--- config.mk ---
export PLATFORM = sky130hd
export DESIGN_NAME = tag_pick_unit
export DESIGN_NICKNAME = d
export VERILOG_FILES = /design/src/rtl/tagpick_pkg.sv /design/src/rtl/tag_lfsr.sv /design/src/rtl/tag_seed_guard.sv /design/src/rtl/tag_walker.sv /design/src/rtl/tag_pick_unit.sv
export SDC_FILE = /design/constraint.sdc
export NUM_CORES = 1
export LEC_CHECK = 0
export BUFFER_PORTS_ARGS = -buffer_cell sky130_fd_sc_hd__buf_2
export CAP_MARGIN = 10
export CORE_MARGIN = 2
export CORE_UTILIZATION = 30
export CTS_BUF_LIST = sky130_fd_sc_hd__clkbuf_2
export CTS_CLUSTER_SIZE = 24
export DETAILED_ROUTE_END_ITERATION = 8
export SLEW_MARGIN = 25
export SYNTH_ARGS = -nofsm -noshare
export SYNTH_HDL_FRONTEND = slang
export SYNTH_SLANG_ARGS = --single-unit
--- constraint.sdc ---
create_clock -name clk -period 4.6 [get_ports clk]
set_input_delay 0 -clock clk [delete_from_list [all_inputs] [get_ports clk]]
set_output_delay 0 -clock clk [all_outputs]
set_load 0.02 [all_outputs]
--- src/rtl/tagpick_pkg.sv ---
// Package: shared constants for the tag generator.
// Assumes the seed field position is fixed by the state-word layout.
package tagpick_pkg;
    localparam int SEED_LSB = 8;    // seed field starts at bit 8 of the state word
endpackage

--- src/rtl/tag_lfsr.sv ---
// Module: tag_lfsr
// Advances a Fibonacci LFSR STEPS times in one combinational pass.
// Each step's feedback bit becomes one bit of the hop count, LSB first.
// Assumes TAP_MASK selects the feedback taps and the feedback enters at the MSB.
module tag_lfsr #(
    parameter int          SEED_W   = 16,
    parameter int          STEPS    = 4,
    parameter logic [15:0] TAP_MASK = 16'h002D
) (
    input  logic [SEED_W-1:0] seed_i,
    output logic [SEED_W-1:0] seed_o,
    output logic [STEPS-1:0]  offs_o
);
    logic [SEED_W-1:0] chain [0:STEPS];

    assign chain[0] = seed_i;

    for (genvar g = 0; g < STEPS; g++) begin : g_step
        logic fb;
        // feedback is the parity of the tapped bits
        assign fb           = ^(chain[g] & TAP_MASK[SEED_W-1:0]);
        assign chain[g + 1] = {fb, chain[g][SEED_W-1:1]};
        assign offs_o[g]    = fb;
    end

    assign seed_o = chain[STEPS];
endmodule

--- src/rtl/tag_seed_guard.sv ---
// Module: tag_seed_guard
// Replaces an all-zero seed with a fixed nonzero value when random mode is on.
// Assumes FALLBACK is nonzero.
module tag_seed_guard #(
    parameter int                SEED_W   = 16,
    parameter logic [SEED_W-1:0] FALLBACK = 1
) (
    input  logic [SEED_W-1:0] seed_i,
    input  logic              rnd_i,
    output logic [SEED_W-1:0] seed_o
);
    // substitute only when the seed is stuck at zero and random mode is on
    always_comb begin
        seed_o = seed_i;
        if (rnd_i && (seed_i == '0)) seed_o = FALLBACK;
    end
endmodule

--- src/rtl/tag_walker.sv ---
// Module: tag_walker
// Walks the tag values one per clock: hops offs_i allowed values upward from
// start_i, or settles on the first allowed value when offs_i is zero.
// An all-excluded mask yields zero. fin_o and res_o are combinational and
// valid in the last active cycle. Assumes load_i only while busy_o is low.
module tag_walker #(
    parameter int TAG_W = 4
) (
    input  logic                    clk,
    input  logic                    rst_n,
    input  logic                    load_i,
    input  logic [TAG_W-1:0]        start_i,
    input  logic [TAG_W-1:0]        offs_i,
    input  logic [(1<<TAG_W)-1:0]   mask_i,
    output logic                    busy_o,
    output logic                    fin_o,
    output logic [TAG_W-1:0]        res_o,
    output logic [TAG_W-1:0]        tag_o
);
    localparam int NTAG = 1 << TAG_W;

    logic             active_q;
    logic [TAG_W-1:0] cur_q;
    logic [TAG_W-1:0] remain_q;
    logic [NTAG-1:0]  mask_q;
    logic [TAG_W-1:0] tag_q;
    logic [TAG_W-1:0] cur_nx;
    logic             all_ex;

    // next candidate and finish decision
    always_comb begin
        cur_nx = cur_q + 1'b1;
        all_ex = &mask_q;
        fin_o  = active_q && (all_ex || ((remain_q == '0) && !mask_q[cur_q]));
        res_o  = all_ex ? '0 : cur_q;
    end

    // walk state: capture on load, step once per cycle, settle on finish
    always_ff @(posedge clk) begin
        if (!rst_n) begin
            active_q <= 1'b0;
            cur_q    <= '0;
            remain_q <= '0;
            mask_q   <= '0;
            tag_q    <= '0;
        end else if (!active_q) begin
            if (load_i) begin
                active_q <= 1'b1;
                cur_q    <= start_i;
                remain_q <= offs_i;
                mask_q   <= mask_i;
            end
        end else if (fin_o) begin
            active_q <= 1'b0;
            tag_q    <= res_o;
        end else begin
            cur_q <= cur_nx;
            if ((remain_q != '0) && !mask_q[cur_nx]) remain_q <= remain_q - 1'b1;
        end
    end

    assign busy_o = active_q;
    assign tag_o  = tag_q;
endmodule

--- src/rtl/tag_pick_unit.sv ---
// Module: tag_pick_unit (top)
// Excluded-tag generator. In random mode it derives the hop count from the
// LFSR seed in state_i and rewrites state_o. In add mode it uses the
// caller's start and hop count and leaves state_o alone.
// Assumes a single-cycle req_i; requests while busy are dropped.
module tag_pick_unit #(
    parameter int              TAG_W    = 4,
    parameter int              SEED_W   = 16,
    parameter logic [15:0]     TAP_MASK = 16'h002D,
    parameter logic [SEED_W-1:0] FALLBACK_SEED = 1
) (
    input  logic                                  clk,
    input  logic                                  rst_n,
    input  logic                                  req_i,
    input  logic                                  add_mode_i,
    input  logic [(1<<TAG_W)-1:0]                 op_mask_i,
    input  logic [(1<<TAG_W):0]                   ctrl_i,
    input  logic [tagpick_pkg::SEED_LSB+SEED_W-1:0] state_i,
    input  logic [TAG_W-1:0]                      add_start_i,
    input  logic [TAG_W-1:0]                      add_off_i,
    output logic                                  busy_o,
    output logic                                  done_o,
    output logic [TAG_W-1:0]                      tag_o,
    output logic [tagpick_pkg::SEED_LSB+SEED_W-1:0] state_o
);
    import tagpick_pkg::*;

    localparam int NTAG    = 1 << TAG_W;
    localparam int STATE_W = SEED_LSB + SEED_W;

    logic [SEED_W-1:0]  seed_in;
    logic [SEED_W-1:0]  seed_safe;
    logic [SEED_W-1:0]  seed_adv;
    logic [TAG_W-1:0]   lfsr_offs;
    logic [TAG_W-1:0]   walk_start;
    logic [TAG_W-1:0]   walk_offs;
    logic [NTAG-1:0]    walk_mask;
    logic               walk_busy;
    logic               walk_fin;
    logic [TAG_W-1:0]   walk_res;
    logic               load;
    logic               mode_q;
    logic [SEED_W-1:0]  seed_q;
    logic               done_q;
    logic [STATE_W-1:0] state_q;
    logic [STATE_W-1:0] state_nx;

    assign seed_in = state_i[SEED_LSB +: SEED_W];

    tag_seed_guard #(.SEED_W(SEED_W), .FALLBACK(FALLBACK_SEED)) i_guard (
        .seed_i (seed_in),
        .rnd_i  (ctrl_i[NTAG]),
        .seed_o (seed_safe)
    );

    tag_lfsr #(.SEED_W(SEED_W), .STEPS(TAG_W), .TAP_MASK(TAP_MASK)) i_lfsr (
        .seed_i (seed_safe),
        .seed_o (seed_adv),
        .offs_o (lfsr_offs)
    );

    // operand selection for the two modes
    always_comb begin
        if (add_mode_i) begin
            walk_start = add_start_i;
            walk_offs  = add_off_i;
            walk_mask  = ctrl_i[NTAG-1:0];
        end else begin
            walk_start = state_i[TAG_W-1:0];
            walk_offs  = lfsr_offs;
            walk_mask  = op_mask_i | ctrl_i[NTAG-1:0];
        end
    end

    assign load = req_i && !walk_busy;

    tag_walker #(.TAG_W(TAG_W)) i_walk (
        .clk     (clk),
        .rst_n   (rst_n),
        .load_i  (load),
        .start_i (walk_start),
        .offs_i  (walk_offs),
        .mask_i  (walk_mask),
        .busy_o  (walk_busy),
        .fin_o   (walk_fin),
        .res_o   (walk_res),
        .tag_o   (tag_o)
    );

    // assemble the refreshed state word
    always_comb begin
        state_nx                       = '0;
        state_nx[SEED_LSB +: SEED_W]   = seed_q;
        state_nx[TAG_W-1:0]            = walk_res;
    end

    // request context, done pulse and state word register
    always_ff @(posedge clk) begin
        if (!rst_n) begin
            mode_q  <= 1'b0;
            seed_q  <= '0;
            done_q  <= 1'b0;
            state_q <= '0;
        end else begin
            done_q <= walk_fin;
            if (load) begin
                mode_q <= add_mode_i;
                seed_q <= seed_adv;
            end
            if (walk_fin && !mode_q) state_q <= state_nx;
        end
    end

    assign busy_o  = walk_busy;
    assign done_o  = done_q;
    assign state_o = state_q;
endmodule

# [Word level (Yosys, flattened, before mapping)]
# Index checks and enable logic that the tools add are counted.
[op_classes] addsub=2 mul=0 n_div=0 order_cmp=2 n_eq_ne=2 shifts=0 muxes=19 bitwise=2 reduce_logical=24
[ops] cell="16-bit parity" n=4
[ops] cell="4-bit 2-to-1 mux" n=10
[ops] cell="16-bit 2-to-1 mux" n=2
[ops] cell="16-bit logical NOT" n=1
[ops] cell="16-bit bitwise OR" n=1
[ops] cell="16-bit AND reduction" n=1
[ops] cell="4-bit by 5-bit less-than comparator with 1-bit output, second input constant" n=2
[ops] cell="1-bit binary-select mux with 4-bit select" n=2
[ops] cell="1-bit logical AND" n=6
[ops] cell="2-bit AND reduction" n=3
[ops] cell="1-bit 2-to-1 mux" n=5
[ops] cell="4-bit by 1-bit adder with 4-bit output, second input constant" n=1
[ops] cell="1-bit logical NOT" n=4
[ops] cell="4-bit logical NOT" n=1
[ops] cell="2-bit != test, second input constant" n=2
[ops] cell="4-bit nonzero test" n=1
[ops] cell="4-bit by 1-bit subtractor with 4-bit output, second input constant" n=1
[ops] cell="3-bit AND reduction" n=1
[ops] cell="2-bit nonzero test" n=1
[ops] cell="1-bit logical OR" n=1
[ops] cell="1-bit inverter" n=1
[word_totals] regBits=67 latchBits=0 ram_bits=0 rom_bits=0 in_bits=69 out_inout_bits=30 word_cells=60 n_memories=0

# [Depth between registers and ports, before layout]
[logic_depth] ltp_word=8 mapped_depth=9 ltp_nobuf=8

# [Modules after synthesis]
# From an unflattened synthesis, not the netlist that was laid out.
[unflattened] cells_unflattened=406 area_unflattened_um2=3692.3
[by_module_without_submodules] mod="tag_pick_unit" instances=1 cells_each=179 area_per_inst_um2=1740.4 seq_area_each_um2=760.7
[by_module_without_submodules] mod="tag_walker" instances=1 cells_each=177 area_per_inst_um2=1586.5 seq_area_each_um2=580.6
[by_module_without_submodules] mod="tag_lfsr" instances=1 cells_each=30 area_per_inst_um2=252.7 seq_area_each_um2=0.0
[by_module_without_submodules] mod="tag_seed_guard" instances=1 cells_each=20 area_per_inst_um2=112.6 seq_area_each_um2=0.0

# [Worst setup path before layout]
# No wires, ideal clock.
[synth_timing] path_kind="register to register" startpoint="reg i_walk.cur_q[0]" endpoint="reg i_walk.remain_q[0]" setup_time_ps=74 arrival_time_ps=2677 t_required_ps=4526 path_slack_ps=1848 path_stages_with_launch=10 path_buffers=2 period_less_slack_ps=2752 cell_sequence="dfxtp_1 > ha_1 > buf_6 > mux4_1 > mux2_2 > a31o_1 > or3_1 > buf_6 > or3_1 > a31oi_1"
[synth_via] elab_chain_cells=8 elab_cells_between_ends=14 cone_classes="1 x add/sub; 2 x eq/ne; 4 x mux; 7 x reduce/logical"
[synth_lines] element="from (decl)" line_no="tag_walker.sv:23" text="logic [TAG_W-1:0] cur_q;"
[synth_lines] element="from (signal assigned)" line_no="tag_walker.sv:49" text="cur_q <= start_i;"
[synth_lines] element="from (signal assigned)" line_no="tag_walker.sv:57" text="cur_q <= cur_nx;"
[synth_lines] element="parallel branches: the longest is 7 deep, another holds 4-bit by 1-bit adder with 4-bit output"
[synth_lines] element="3-bit AND reduction (no source line) (*)"
[synth_lines] element="to (signal assigned)" line_no="tag_walker.sv:50" text="remain_q <= offs_i;"
[synth_lines] element="to (signal assigned)" line_no="tag_walker.sv:58" text="if ((remain_q != '0) && !mask_q[cur_nx]) remain_q <= remain_q - 1'b1;"
[synth_lines] element="to (decl)" line_no="tag_walker.sv:24" text="logic [TAG_W-1:0] remain_q;"
# Mark *: on every way between the ends. The select of a mux whose other input is x is not followed.
# A chain may end at the register's enable or synchronous reset.

# [Worst setup path in the final report]
[layout_timing] startpoint="reg i_walk.active_q, in the netlist i_walk.busy_o" endpoint="reg state_q[23], in the netlist state_o[23]"
[layout_via] elab_chain_cells=2
[layout_lines] element="from (decl)" line_no="tag_walker.sv:22" text="logic active_q;"
[layout_lines] element="from (signal assigned)" line_no="tag_walker.sv:41" text="active_q <= 1'b0;"
[layout_lines] element="from (signal assigned)" line_no="tag_walker.sv:48" text="active_q <= 1'b1;"
[layout_lines] element="from (signal assigned)" line_no="tag_walker.sv:54" text="active_q <= 1'b0;"
[layout_lines] element="1-bit logical AND" line_no="tag_walker.sv:34" text="fin_o = active_q && (all_ex || ((remain_q == '0) && !mask_q[cur_q]));"
[layout_lines] element="1-bit logical AND" line_no="tag_pick_unit.sv:110" text="if (walk_fin && !mode_q) state_q <= state_nx;"
[layout_lines] element="to (signal assigned)" line_no="tag_pick_unit.sv:110"
[layout_lines] element="to (decl)" line_no="tag_pick_unit.sv:45" text="logic [STATE_W-1:0] state_q;"
# No other way between the ends.

==> metrics <==
sequential area share after synthesis=42.51%; post-synth top area share=42.51%; Yosys cell types=42; Rows=37; Worst Tran Pin Value=1.005 ns; routability cong.=0.8168; Initial DRC Count=196; P_leak=1.846 nW; critical path's top delay family=compound AO/OA/AOI/OAI gates; Most used DFF post-synth=dfxtp_1; clock slew at reported path FFs=0.22 ns; vias per inst=about 4.8; CTS tree=done; antenna violations before repair=0; number of global-route vias before repair=2990; CP max stage delay=roughly 0.79 ns; Final WS setup=1.195 ns; placed cell area=approximately 0.0036 mm2; post-DP HPWL=5.544 mm; CP max FO=23; final setup fails=0; Final Hold Viols=0; H-tree levels=3; Via Count=about 3200; most instantiated cells after synthesis=67 x dfxtp_1, 58 x nand2_1, 56 x a21oi_1; max-slew violations=0; Syn Inst Count=approximately 390; #FFs+latches synth=between 60 and 70; Setup TNS Final=0 ns; highest-delay cell along the critical path=dfxtp_1; DRT Pass-1 Iters=5; crit end category=flip-flop; ys async rst share=0%; port bufs=90; critical path class=reg -> reg; worst endpoint required time=5.03 ns; Post-Route WL=8.655 mm; area grow syn2layout=39.37%; met3 Track Usage GR=3.372%; die width=about 110 um; GR peak layer=met2; WL/cell=13.19 um; GRT Residual Overflow=0; Starting Density=between 30 and 40%; RSZ-0062 raised after global routing=false; total number of yosys warnings=0; min Tclk post-route=3.405 ns; Final Cell Area=0.004398 mm2; Total Power=1.491 mW; Crit path arrival time=about 3.8 ns; core box area=0.01028 mm2; Buf+Inv Stages, Crit Path=2; total clock sinks=67; outcome=complete, no violations; Clock Root Buffer=clkbuf_2; largest net degree at the start of global routing=62; share of layout cells above drive strength 1=22.88%; DRT antenna net count=0; crit-path cells=inv_1, nor4_1, o221ai_1, a21oi_2, buf_4, nand3_1, o21ai_0; post-synth top area cell=dfxtp_1; met1 Track Usage GR=19.45%; gr usage total=15.64%; Num CTS Buffers=9; Post-route DRC=0; total I/O pin count=99; Post-layout nets=~600; height of the die=106.6 um; die area=between 0.01 and 0.015 mm2; first-pass GRT wire length=between 10 and 15 mm; Skew-Pair Late Insertion Delay=0.49 ns; Max-Cap Viols=0; Post-synth EDFFs=0; final hold slack=0.08190 ns; Synth Cell Area=between 0.003 and 0.004 mm2; Startpoint Class=flip-flop; post-CTS sizing=0; worst hold path class=in -> reg; Max Root-Sink Buffers=2; PD cells=338.9 mW/mm2; Place WS=around 1.3 ns; period utilisation layout=between 70% and 80%; most common cell in the netlist=dfxtp_1; Inserted Diodes=0; largest cells by area after synthesis=dfxtp_1 43%, a21oi_1 8.9%, nand2_1 6.9%, o21ai_0 6.0%, clkbuf_1 3.4%; FMAX=~0.29 GHz; Setup Buffers After CTS=0; Layout Skew=0.01958 ns; maximum VDD drop=approximately 0.15 mV; Rel. slew slack=33.00%; GR met2 Demand/Resource=26.07%; syn_area_per_cell=8.196 um2
-- routing by layer --
layer / vias up / wire length [um] / share of wire (%)
met5: - / 0 / 0
met4: 0 / 184 / 2.1
met3: 16 / 377 / 4.4
met2: 93 / 4195 / 48
met1: 1442 / 3898 / 45
li1: 1615 / - / -
-- final timing paths --
path,endpoint,cells after the start,slack (ns),startpoint
hold reg to reg,state_o[17],2,0.47,state_o[17]
hold / removal,seed_q[14],5,0.08,state_i[10]
setup reg to reg,state_o[23],7,1.19,i_walk.busy_o
setup / recovery,state_o[23],7,1.19,i_walk.busy_o
-- cell usage in the layout, fill, tap and decap left out, types with 2 or more instances in the layout --
master         synthesis  layout
mux4_1                 4       4
ha_1                   2       2
o211ai_1               3       3
nor3_1                 5       5
o22ai_1                3       3
bufinv_16              0       2
mux2_2                 4       4
inv_6                  0       3
o21ai_0               38      38
dlygate4sd3_1          0      61
mux2i_1                8       8
a21oi_1               56      55
conb_1                 1       4
clkbuf_2               0       9
xor2_1                 4       4
a31oi_1                4       4
dfxtp_1               67      67
nor4_1                 3       3
inv_1                  9       9
nand4_1                8       8
nand3_1               18      18
o32ai_1                2       2
buf_4                  4       2
nand2_1               58      58
nor2_1                19      19
xnor2_1                8       8
a211oi_1               3       3
or3_1                  4       4
mux4_2                 3       3
buf_2                  1      90
-- worst reg2reg max path, stage by stage, from the launching register on --
cell and delay, ns:
dfxtp_1 0.79, inv_1 0.27, nor4_1 0.46, o221ai_1 0.52
a21oi_2 0.75, buf_4 0.35, nand3_1 0.11, o21ai_0 0.11
-- flip-flops by register name (all words and copies together), names as in the netlist, 4 cells and up --
name / cells
state_o: 20
i_walk.remain_q: 4
seed_q: 16
i_walk.cur_q: 4
i_walk.mask_q: 16
i_walk.tag_o: 4
-- per-stage QoR --
| stage | std cells | utilization, % |
|---|---|---|
| after global placement | 579 | 35.45 |
| after detailed placement | 579 | 35.45 |
| after global routing | 656 | 42.79 |
| final | 656 | 42.79 |
| after CTS | 656 | 42.79 |
| after floorplan | 388 | - |
-- power breakdown --
part,internal (mW),switching [mW],leakage [nW]
combinational,0.180,0.200,1.21
sequential,0.636,0.0580,0.549
clock,0.185,0.232,0.0833
total,1.00,0.490,1.85
-- kinds of logic after synthesis --
logic type      after synthesis  share of synthesized area [%]
xor+xnor                     12                          3.331
buf+inv                      47                          6.581
compound gates              115                          19.94
fa+ha+maj                     2                         0.7929
other cells                   1                         0.1188
flops                        67                          42.51
mux                          19                          9.437
simple gates                122                          17.29
-- layout make-up --
cell class                      count  area, um2
Clock buffer                        9      45.04
Clock inverter                      7      98.84
Fill cell                        1051       5879
Inverter                           10      37.54
Multi-Input combinational cell    274       1629
Sequential cell                    67       1341
Tap cell                          136      170.2
Timing Repair Buffer              153       1076
-- what timing repair did --
action	4_1_cts	5_1_grt
hold endpoints to repair	41	0
hold buffers	61	0
endpoints found under the setup margin	0	0
Power figures use the tool's default switching activity.
